## src/rtl/seq_mult.sv

```systemverilog
module seq_mult #(
  parameter int W = 32
) (
  input  logic           clk,
  input  logic           rst,
  input  logic           start,
  input  logic           signed_en,
  input  logic [W-1:0]   a_in,
  input  logic [W-1:0]   b_in,
  output logic           busy,
  output logic           done,
  output logic [2*W-1:0] product
);
  localparam int CW = $clog2(W);

  logic [W-1:0]   mcand;
  logic [2*W-1:0] acc;
  logic [CW-1:0]  cnt;
  logic           flip;

  logic           a_neg, b_neg, last;
  logic [W-1:0]   a_mag, b_mag;
  logic [W:0]     sum;
  logic [2*W-1:0] acc_nx;

  assign a_neg  = signed_en & a_in[W-1];
  assign b_neg  = signed_en & b_in[W-1];
  assign a_mag  = a_neg ? (~a_in + 1'b1) : a_in;
  assign b_mag  = b_neg ? (~b_in + 1'b1) : b_in;
  assign sum    = {1'b0, acc[2*W-1:W]} + (acc[0] ? {1'b0, mcand} : {(W+1){1'b0}});
  assign acc_nx = {sum, acc[W-1:1]};
  assign last   = (cnt == CW'(W-1));

  always_ff @(posedge clk) begin
    if (rst) begin
      mcand   <= '0;
      acc     <= '0;
      cnt     <= '0;
      flip    <= 1'b0;
      busy    <= 1'b0;
      done    <= 1'b0;
      product <= '0;
    end else begin
      done <= 1'b0;
      if (start && !busy) begin
        mcand <= a_mag;
        acc   <= {{W{1'b0}}, b_mag};
        flip  <= a_neg ^ b_neg;
        cnt   <= '0;
        busy  <= 1'b1;
      end else if (busy) begin
        acc <= acc_nx;
        cnt <= cnt + 1'b1;
        if (last) begin
          busy    <= 1'b0;
          done    <= 1'b1;
          product <= flip ? (~acc_nx + 1'b1) : acc_nx;
        end
      end
    end
  end

  p_run_length_r2: assert property (@(posedge clk) disable iff (rst)
    (busy && !last) |=> busy);
  p_done_pulse_r3: assert property (@(posedge clk) disable iff (rst)
    done |=> !done);
  p_done_edge_r3: assert property (@(posedge clk) disable iff (rst)
    $fell(busy) |-> done);
  p_mcand_hold_r6: assert property (@(posedge clk) disable iff (rst)
    busy |=> $stable(mcand));
  p_result_hold_r7: assert property (@(posedge clk) disable iff (rst)
    !done |-> $stable(product));
endmodule

```

## config.mk

```make
export PLATFORM = sky130hd
export DESIGN_NAME = seq_mult
export DESIGN_NICKNAME = d
export VERILOG_FILES = /design/src/rtl/seq_mult.sv
export SDC_FILE = /design/constraint.sdc
export NUM_CORES = 1
export LEC_CHECK = 0
export BUFFER_PORTS_ARGS = -buffer_cell sky130_fd_sc_hd__buf_4
export CORE_ASPECT_RATIO = 1.5
export CORE_MARGIN = 2
export CORE_UTILIZATION = 40
export DETAILED_ROUTE_END_ITERATION = 10
export SLEW_MARGIN = 15
export SYNTH_ARGS = -nofsm -noshare
export SYNTH_HDL_FRONTEND = slang
export SYNTH_SLANG_ARGS = --single-unit
```

## constraint.sdc

```tcl
create_clock -name clk -period 4.57 [get_ports clk]
set_input_delay 0.6855 -clock clk [delete_from_list [all_inputs] [get_ports clk]]
set_output_delay 0.6855 -clock clk [all_outputs]
set_load 0.05 [all_outputs]
```

---- After elaboration in Yosys (flattened, before gate mapping) ----
Cells that the tools add are included.
W data, S select, Z words.
operators by class
  add/subtract/negate cells ............... 5
  $mul .................................... 0
  divide/modulo/power cells ............... 0
  order comparisons ....................... 0
  eq/ne operators ......................... 1
  shift-type cells ........................ 0
  multiplexer cells ....................... 10
  bitwise gates (word level) .............. 8
  reductions and logical operators ........ 6
operators by type and width
  kind                     number
  $mux W32                 5
  $add A32 B1 Y32 const B  2
  $add A64 B1 Y64 const B  1
  $mux W64                 1
  $not A32 Y32             2
  $not A64 Y64             1
  $add A32 B32 Y33         1
  $add A5 B1 Y5 const B    1
  $eq A5 B5 Y1 const B     1
  $mux W1                  4
  $reduce_and A3 Y1        1
  $reduce_or A3 Y1         1
  $and A1 B1 Y1            2
  $not A1 Y1               2
  $reduce_bool A2 Y1       1
  $reduce_or A2 Y1         1
  $logic_and A1 B1 Y1      1
  $logic_not A1 Y1         1
  $xor A1 B1 Y1            1
storage, ports and cells
  bits in registers ....................... 168
  latch bits .............................. 0
  memory bits (writable) .................. 0
  ROM bits ................................ 0
  input port bits ......................... 68
  output and inout bits ................... 66
  logic and storage cells ................. 38
  memories ................................ 0

---- Logic depth before layout (Yosys ltp) ----
Gate-level depths: netlist (run 1).
  word-level depth ........................ 5
  mapped depth ............................ 16
  mapped depth without buffers ............ 14

---- Worst setup path before layout (run 1) ----
OpenSTA, ideal clock, no wires.
  path type ............................... flip-flop to flip-flop
  start ................................... reg acc[0]
  end ..................................... reg product[58]
  setup time .............................. 0.126 ns
  arrival ................................. 3.917 ns
  data required time ...................... 4.444 ns
  path slack .............................. 0.527 ns
  stages on the path, launching flop included .. 16
  buffers on the path ..................... 1
  period minus slack after synthesis ...... 4.043 ns
  path through ............................ dfxtp_1 > clkbuf_1 > and2_1 > ha_1 > inv_1 > fa_1 > nand2b_1 > a211oi_2 > o21ai_1 > and2_0 > o311a_1 > nand4bb_1 > or4_1 > o41ai_2 > xor2_1 > o21ai_1
between the ends
  word-level cells in the longest chain between the ends .. 5
RTL lines
  what                    RTL line  RTL
  start, declared         17        logic [2*W-1:0] acc;
  start signal, assigned  47        acc <= {{W{1'b0}}, b_mag};
  start signal, assigned  52        acc <= acc_nx;
  $mux W32 (*)            30        assign sum = {1'b0, acc[2*W-1:W]} + (acc[0] ? {1'b0, mcand} : {(W+1){1'b0}});
  $add A32 B32 Y33 (*)    30
  $not A64 Y64            57        product <= flip ? (~acc_nx + 1'b1) : acc_nx;
  $add A64 B1 Y64         57
  $mux W64 (*)            57
  end signal, assigned    57
  end, declared           12        output logic [2*W-1:0] product
Every way passes the cells marked *; elsewhere a longest branch is shown, timed or not.
A chain may end at the register's enable or synchronous reset.

---- Final worst setup path (run 1) ----
  start ................................... reg acc[0]
  end ..................................... reg product[62]
The elaborated chain is that of the path after synthesis.

==> summary.txt, run 1 <==
Placed design
  • DP Wirelength: 27.0 mm
  • Dpl ws: 0.367 ns
  • PortBufs: 133
  • Routability Congestion: 0.974

STA
  • Min setup slack post-route: 0.286 ns
  • Slew of the pin with the lowest slew margin: ~1.2 ns
  • RSZ-0062 raised after global routing: no
  • Hold WS: 0.450 ns
  • Crit path time final: 4.28 ns
  • Max-slew headroom: 23.1%
  • Final hold violations: 0
  • Setup-failing EPs final: 0
  • Total negative slack: 0 ns
  • F_max: 233 MHz
  • Final Cycle Share: a little over nine tenths
  • Fin. max-slew vios: 0
  • Setup Skew: 0.00902 ns

Drt
  • Vias: 10700
  • Drt total wl: 34.9 mm
  • Pre-antenna DRT Iters: 5
  • Vias per inst: 5.69
  • Residual DRC: 0
  • WL per Instance: 18.5 microns
  • First DRT Iteration DRCs: 577
  • Post-route antenna net violation count: 0

Worst hold path
  • Worst hold path endpoint: mcand[0]
  • Hold depth: 2
  • Hold_sp: mcand[0]
  • Tightest Hold Check Type: reg -> reg

Job
  • Max Cap Viol: 0

Clock network
  • Max clock buf depth: 2
  • CTS buffer count: 17
  • Clk slew on worst S/H paths: 0.07 ns
  • TritonCTS clock tree: yes
  • H-tree Lvls: 4
  • Worst-skew pair later-pin latency: around 0.44 ns
  • Clk sinks: 168
  • Root Buffer: clkbuf_16

Global route
  • Grt ovf: 0
  • Largest net degree at the start of global routing: 69
  • Vias in the first global route: 10400
  • Initial antenna violation count: 0
  • GRT Util Overall: 24.3%
  • Global-route wire length before repair: 55.4 mm

Worst setup path
  • R2R Setup Slk: 0.29 ns
  • Critical path data arrival time: ~4.6 ns
  • Worst Reg2Reg Path Length in Cells: 13
  • Maximum cell stage delay along the critical path: 0.55 ns
  • Critical Path End Type: flop
  • Crit-path max FO: 19
  • CP Cell Sequence: buf_4, and2_1, ha_1, nand4_1, nor3_1, o211ai_1, a311oi_1, a221oi_1, xor2_1, o2111ai_1, or2_2, o311a_1, o31ai_1
  • Worst Path Buf+Inv: 1
  • Top cell family by delay on the critical path: compound AO/OA/AOI/OAI gates
  • Max stage delay cell, worst path: ha_1
  • Reg2reg start: acc[0]
  • RR Endpoint: product[62]
  • Type of the worst setup path: reg -> reg
  • Stages on worst setup path: 13
  • Startpoint types: flop
  • Worst EP required: 4.92 ns

Logic synthesis
  • Post-synth EDFFs: 0
  • Mapped Nets: 1543
  • Unique masters post-synth: 78
  • Cells after Synth: 1437
  • Register area share after synthesis: 30.7%
  • Most used DFF post-synth: dfxtp_1
  • Async set-reset flop share out of synthesis: 0%
  • Mapped Area: 11000 sq um
  • Avg Cell Area, Syn: ~7.6 sq um
  • Seq cells post-synth: approximately 170
  • Yosys Warn Count: 0

Final layout
  • # nets final: 1636
  • Layout cells sized above 1: roughly 15%
  • ANT cells: 0
  • Fillers: about 2800
  • Area grow syn2layout: 17.4%

Floorplan
  • IO Pins: roughly 130
  • CORE AREA: between 20000 and 30000 sq um
  • # rows: 74
  • Chip Width: around 140 microns
  • Die area: 28800 sq um
  • Initial core utilization: 40.4%
  • Die Height: slightly above 200 microns

Power
  • Total power: around 3600 uW
  • Lkg Pwr: 0.00507 uW
  • Peak VDD IR: 0.210 mV
  • Power Dens Cells: 279 nW/um^2

Run status
  • Status: finished, final reports clean
layout by cell type (no fill, tap or decap), types with 19 or more instances in the layout:
cell        n
a211oi_1   54
a21oi_1    99
and2_1     40
buf_4     161
dfxtp_1   166
ha_1       37
inv_1      29
mux2i_1    31
nand2_1   164
nor2_1    183
nor3_1     28
o21ai_0   109
o21ai_1    19
or3_1      23
xnor2_1    49
xor2_1     73
cells in the mapped netlist, types with 16 or more instances:
cell / number / share of area (%)
nor2_1: 183 / 6.3
dfxtp_1: 168 / 31
nand2_1: 164 / 5.6
o21ai_0: 109 / 5.0
a21oi_1: 100 / 4.6
xor2_1: 73 / 5.8
clkbuf_1: 72 / 2.5
a211oi_1: 54 / 3.7
xnor2_1: 49 / 3.9
and2_1: 40 / 2.3
ha_1: 37 / 4.2
mux2i_1: 31 / 2.8
inv_1: 29 / 0.99
nor3_1: 28 / 1.3
or3_1: 23 / 1.3
o21ai_1: 19 / 0.87
o31ai_1: 17 / 1.2
nand3_1: 16 / 0.73
per-layer routing:
metal  part of all wire (%)  track usage [%]
met3                    2.9             3.09
met1                     38             25.5
met2                     53             46.2
met4                    6.1             14.8
met5                      0                0
power by group:
part           switching, uW  internal [uW]
Combinational            360            247
Sequential              66.4           1520
Clock                    637            769
Total                   1060           2530
worst max path at each step:
stage / end / slack (ns) / from
final: product[62] / 0.29 / acc[0]
after global routing: product[62] / 0.03 / acc[0]
after CTS: product[62] / 0.35 / acc[0]
after detailed placement: product[62] / 0.37 / acc[0]
after global placement: product[62] / 0.39 / acc[0]
after floorplan: product[58] / 0.53 / acc[0]
sequential cells by signal, indices dropped and copies added (netlist names):
register,flops
mcand,32
acc,64
done,1
busy,1
flip,1
cnt,5
product,64
cell type report:
cell class | count | area, sq um | area share, %
Multi-Input combinational cell | 1153 | 7190 | 55.9
Sequential cell | 168 | 3370 | 26.2
Timing Repair Buffer | 161 | 1210 | 9.40
Clock buffer | 18 | 439 | 3.41
Tap cell | 342 | 428 | 3.33
Clock inverter | 14 | 125 | 0.973
Inverter | 29 | 109 | 0.846
logic make-up after synthesis:
family | count (synthesis) | share of synthesized area, %
adders and majority gates | 38 | 4.41
and+or+nand+nor | 548 | 23.8
muxes | 34 | 3.14
AOI/OAI and AO/OA | 411 | 24.2
xor gates and xnor gates | 122 | 9.75
DFF | 168 | 30.7
buffers and inverters | 116 | 3.98
through the flow:
step           area, sq um  cells  utilization, %
4_1_cts              12900   1885            47.4
3_5_place_dp         12300   1853            45.3
3_3_place_gp         12300   1853            45.3
6_report             12900   1885            47.4
2_1_floorplan        11000   1437               -
5_1_grt              12900   1885            47.4
timing repair:
action,in CTS,in global routing
hold buffers,0,0
resized for setup,0,1
setup buffers,0,0
setup endpoints to repair,0,1
tightest hold or removal path: stages (launching register included):
cell     delay (ns)
dfxtp_1        0.31
nand2_1        0.05
a21oi_1        0.05
Note: power is estimated with default switching activity, not from simulation.
==> run 2, diff against run 1 <==
--- a/config.mk
+++ b/config.mk
@@ -8,7 +8,7 @@
 export BUFFER_PORTS_ARGS = -buffer_cell sky130_fd_sc_hd__buf_4
 export CORE_ASPECT_RATIO = 1.5
 export CORE_MARGIN = 2
-export CORE_UTILIZATION = 40
+export CORE_UTILIZATION = 25
 export DETAILED_ROUTE_END_ITERATION = 10
 export SLEW_MARGIN = 15
 export SYNTH_ARGS = -nofsm -noshare
==> run 2 against run 1 <==
Clock power about the same. Routed wire length increased by 9.5%. Maximum frequency grew 0.62%. Largest power group unchanged. Sequential share of layout area fell by 0.62 points. Global-route usage decreased by 7.6 points. Setup slack better by 0.026 ns. Highest routed layer unchanged. Critical path type unchanged.
==> summary.txt, run 2 (same netlist as run 1, synthesis figures left out) <==
Global route
  • GRT Util Overall: 16.7% (-7.6 points)
  • Vias in the first global route: 10400 (+0.43%)
  • Initial antenna violation count: 0 (unchanged)
  • Global-route wire length before repair: 58.9 mm (+6.4%)
  • Largest net degree at the start of global routing: 80 (+16%)
  • Grt ovf: 0 (unchanged)

Worst setup path
  • Max stage delay cell, worst path: or4_1
  • Critical path data arrival time: 4.60 ns (-0.04 ns)
  • R2R Setup Slk: 0.31 ns (+0.03 ns)
  • Reg2reg start: acc[0]
  • Maximum cell stage delay along the critical path: 0.62 ns (+0.07 ns)
  • CP Cell Sequence: and2_1, ha_1, inv_1, fa_1, xor2_1, nand2_1, o21bai_1, or4_4, nor4_4, nand4_1, or4_1, o41ai_2, xnor2_1, o21ai_1
  • Worst EP required: 4.91 ns (about the same)
  • Critical Path End Type: flop
  • Worst Reg2Reg Path Length in Cells: 14 (+1)
  • RR Endpoint: product[59]
  • Startpoint types: flop
  • Crit-path max FO: 6 (-13)
  • Type of the worst setup path: reg -> reg
  • Worst Path Buf+Inv: 1 (unchanged)
  • Top cell family by delay on the critical path: simple AND/OR/NAND/NOR gates

Clock network
  • Worst-skew pair later-pin latency: 0.46 ns (+0.02 ns)
  • Max clock buf depth: 2 (unchanged)
  • CTS buffer count: 17 (unchanged)
  • Hold Buf Count CTS: 0 (unchanged)
  • Clk sinks: 168 (unchanged)
  • Clk slew on worst S/H paths: 0.07 ns (about the same)
  • TritonCTS clock tree: yes
  • Root Buffer: clkbuf_16
  • Post-CTS Repair Setup Buffers: 0 (unchanged)
  • H-tree Lvls: 4 (unchanged)
  • Resized cells post-CTS: 0 (unchanged)

Job
  • Max Cap Viol: 0 (unchanged)

STA
  • Crit path time final: 4.26 ns (-0.0262 ns)
  • RSZ-0062 raised after global routing: no
  • Max-slew headroom: 27.8% (+4.6 points)
  • Final Cycle Share: 93.2% (-0.57 points)
  • Fin. max-slew vios: 0 (unchanged)
  • Hold WS: 0.453 ns (+0.00226 ns)
  • Final hold violations: 0 (unchanged)
  • F_max: 235 MHz (+0.62%)
  • Total negative slack: 0 ns (unchanged)
  • Slew of the pin with the lowest slew margin: 1.08 ns (-0.0752 ns)
  • Setup Skew: 0.0159 ns (+0.00690 ns)
  • Setup-failing EPs final: 0 (unchanged)

Worst hold path
  • Tightest Hold Check Type: reg -> reg
  • Worst hold path endpoint: product[50]
  • Hold depth: 2 (unchanged)
  • Hold_sp: product[50]

Floorplan
  • IO Pins: 134 (unchanged)
  • Initial core utilization: 25.2% (-15 points)
  • CORE AREA: 43500 sq um (+60%)
  • Die area: 45600 sq um (+58%)
  • Die Height: 260 microns (+26%)
  • Chip Width: 175 microns (+26%)
  • # rows: 94 (+27%)

Final layout
  • Final Instance Count excl. Fillers: 2121 (+13%)
  • Most frequent cells in the layout: nor2_1, dfxtp_1, nand2_1
  • Final Util: 30.3% (-17 points)
  • Fillers: 4814 (+72%)
  • Area grow syn2layout: 20.2%
  • Commonest non-fill, non-tap cell in the layout: nor2_1
  • Top flop regs: acc x64, product x64, mcand x32
  • ANT cells: 0 (unchanged)
  • # nets final: 1638 (+0.12%)
  • FF+latch area: 3370 sq um (unchanged)
  • Area of the multi-input gates: 7180 sq um (about the same)
  • Layout cells sized above 1: 14.4% (-0.084 points)

Drt
  • WL per Instance: 18.0 microns (-2.7%)
  • Residual DRC: 0 (unchanged)
  • First DRT Iteration DRCs: 521 (-9.7%)
  • Drt total wl: 38.2 mm (+9.5%)
  • Pre-antenna DRT Iters: 5 (unchanged)
  • Vias per inst: 5.06 (-11%)
  • Post-route antenna net violation count: 0 (unchanged)
  • Vias: 10700 (-0.028%)

Placed design
  • Routability Congestion: 0.918 (-5.7%)
  • DP Cell Count: 2089 (+13%)
  • PortBufs: 133 (unchanged)
  • DP Wirelength: 30.4 mm (+13%)

Power
  • Peak VDD IR: 0.274 mV (+30%)
  • Power Dens Cells: 275 nW/um^2 (-1.6%)
  • Lkg Pwr: 0.00507 uW (about the same)

Run status
  • Status: finished, final reports clean
-- run 2: worst reg2reg max path, cell delays in order, from the launching register on --
cell and delay, ns:
dfxtp_1 0.41, and2_1 0.15, ha_1 0.20, inv_1 0.07, fa_1 0.39, xor2_1 0.33
nand2_1 0.11, o21bai_1 0.18, or4_4 0.59, nor4_4 0.36, nand4_1 0.20, or4_1 0.62
o41ai_2 0.30, xnor2_1 0.16, o21ai_1 0.07
-- run 2: area by class of cell --
| class | count | share of cell area (%) |
|---|---|---|
| multi-input combinational | 1153 | 54.5 |
| sequential | 168 | 25.6 |
| timing repair buffer | 163 | 9.38 |
| tap | 576 | 5.47 |
| clock buffer | 20 | 3.39 |
| clock inverter | 12 | 0.874 |
| inverter | 29 | 0.826 |
-- run 2: per-layer routing --
| metal | share of wire [%] | vias to the layer above | GRT usage [%] |
|---|---|---|---|
| met2 | 52 | 227 | 31.1 |
| li1 | - | 5367 | - |
| met5 | 0 | - | 0 |
| met1 | 37 | 5031 | 17.0 |
| met3 | 2.6 | 97 | 2.04 |
| met4 | 7.6 | 0 | 12.4 |
-- run 2: worst max-delay path by stage --
stage	startpoint	endpoint	slack, ns	depth (start not counted)
2_1_floorplan	acc[0]	product[58]	0.53	15
3_3_place_gp	acc[0]	product[58]	0.49	13
3_5_place_dp	acc[0]	product[59]	0.39	14
4_1_cts	acc[0]	product[59]	0.35	14
5_1_grt	acc[0]	product[58]	0.11	14
6_report	acc[0]	product[59]	0.31	14
-- run 2: report_power, final --
group	leakage [uW]	switching (uW)	internal, uW
sequential	0.00137	63.1	1520
clock	0.000273	653	772
combinational	0.00343	372	248
total	0.00507	1090	2540
-- run 2: stage by stage --
stage          total power [uW]  instance area (sq um)  setup WS [ns]
5_1_grt                    3780                  13200          0.109
3_3_place_gp               2220                  12600          0.490
6_report                   3620                  13200          0.313
3_5_place_dp               2230                  12600          0.391
2_1_floorplan              2000                  11000          0.527
4_1_cts                    3660                  13200          0.355
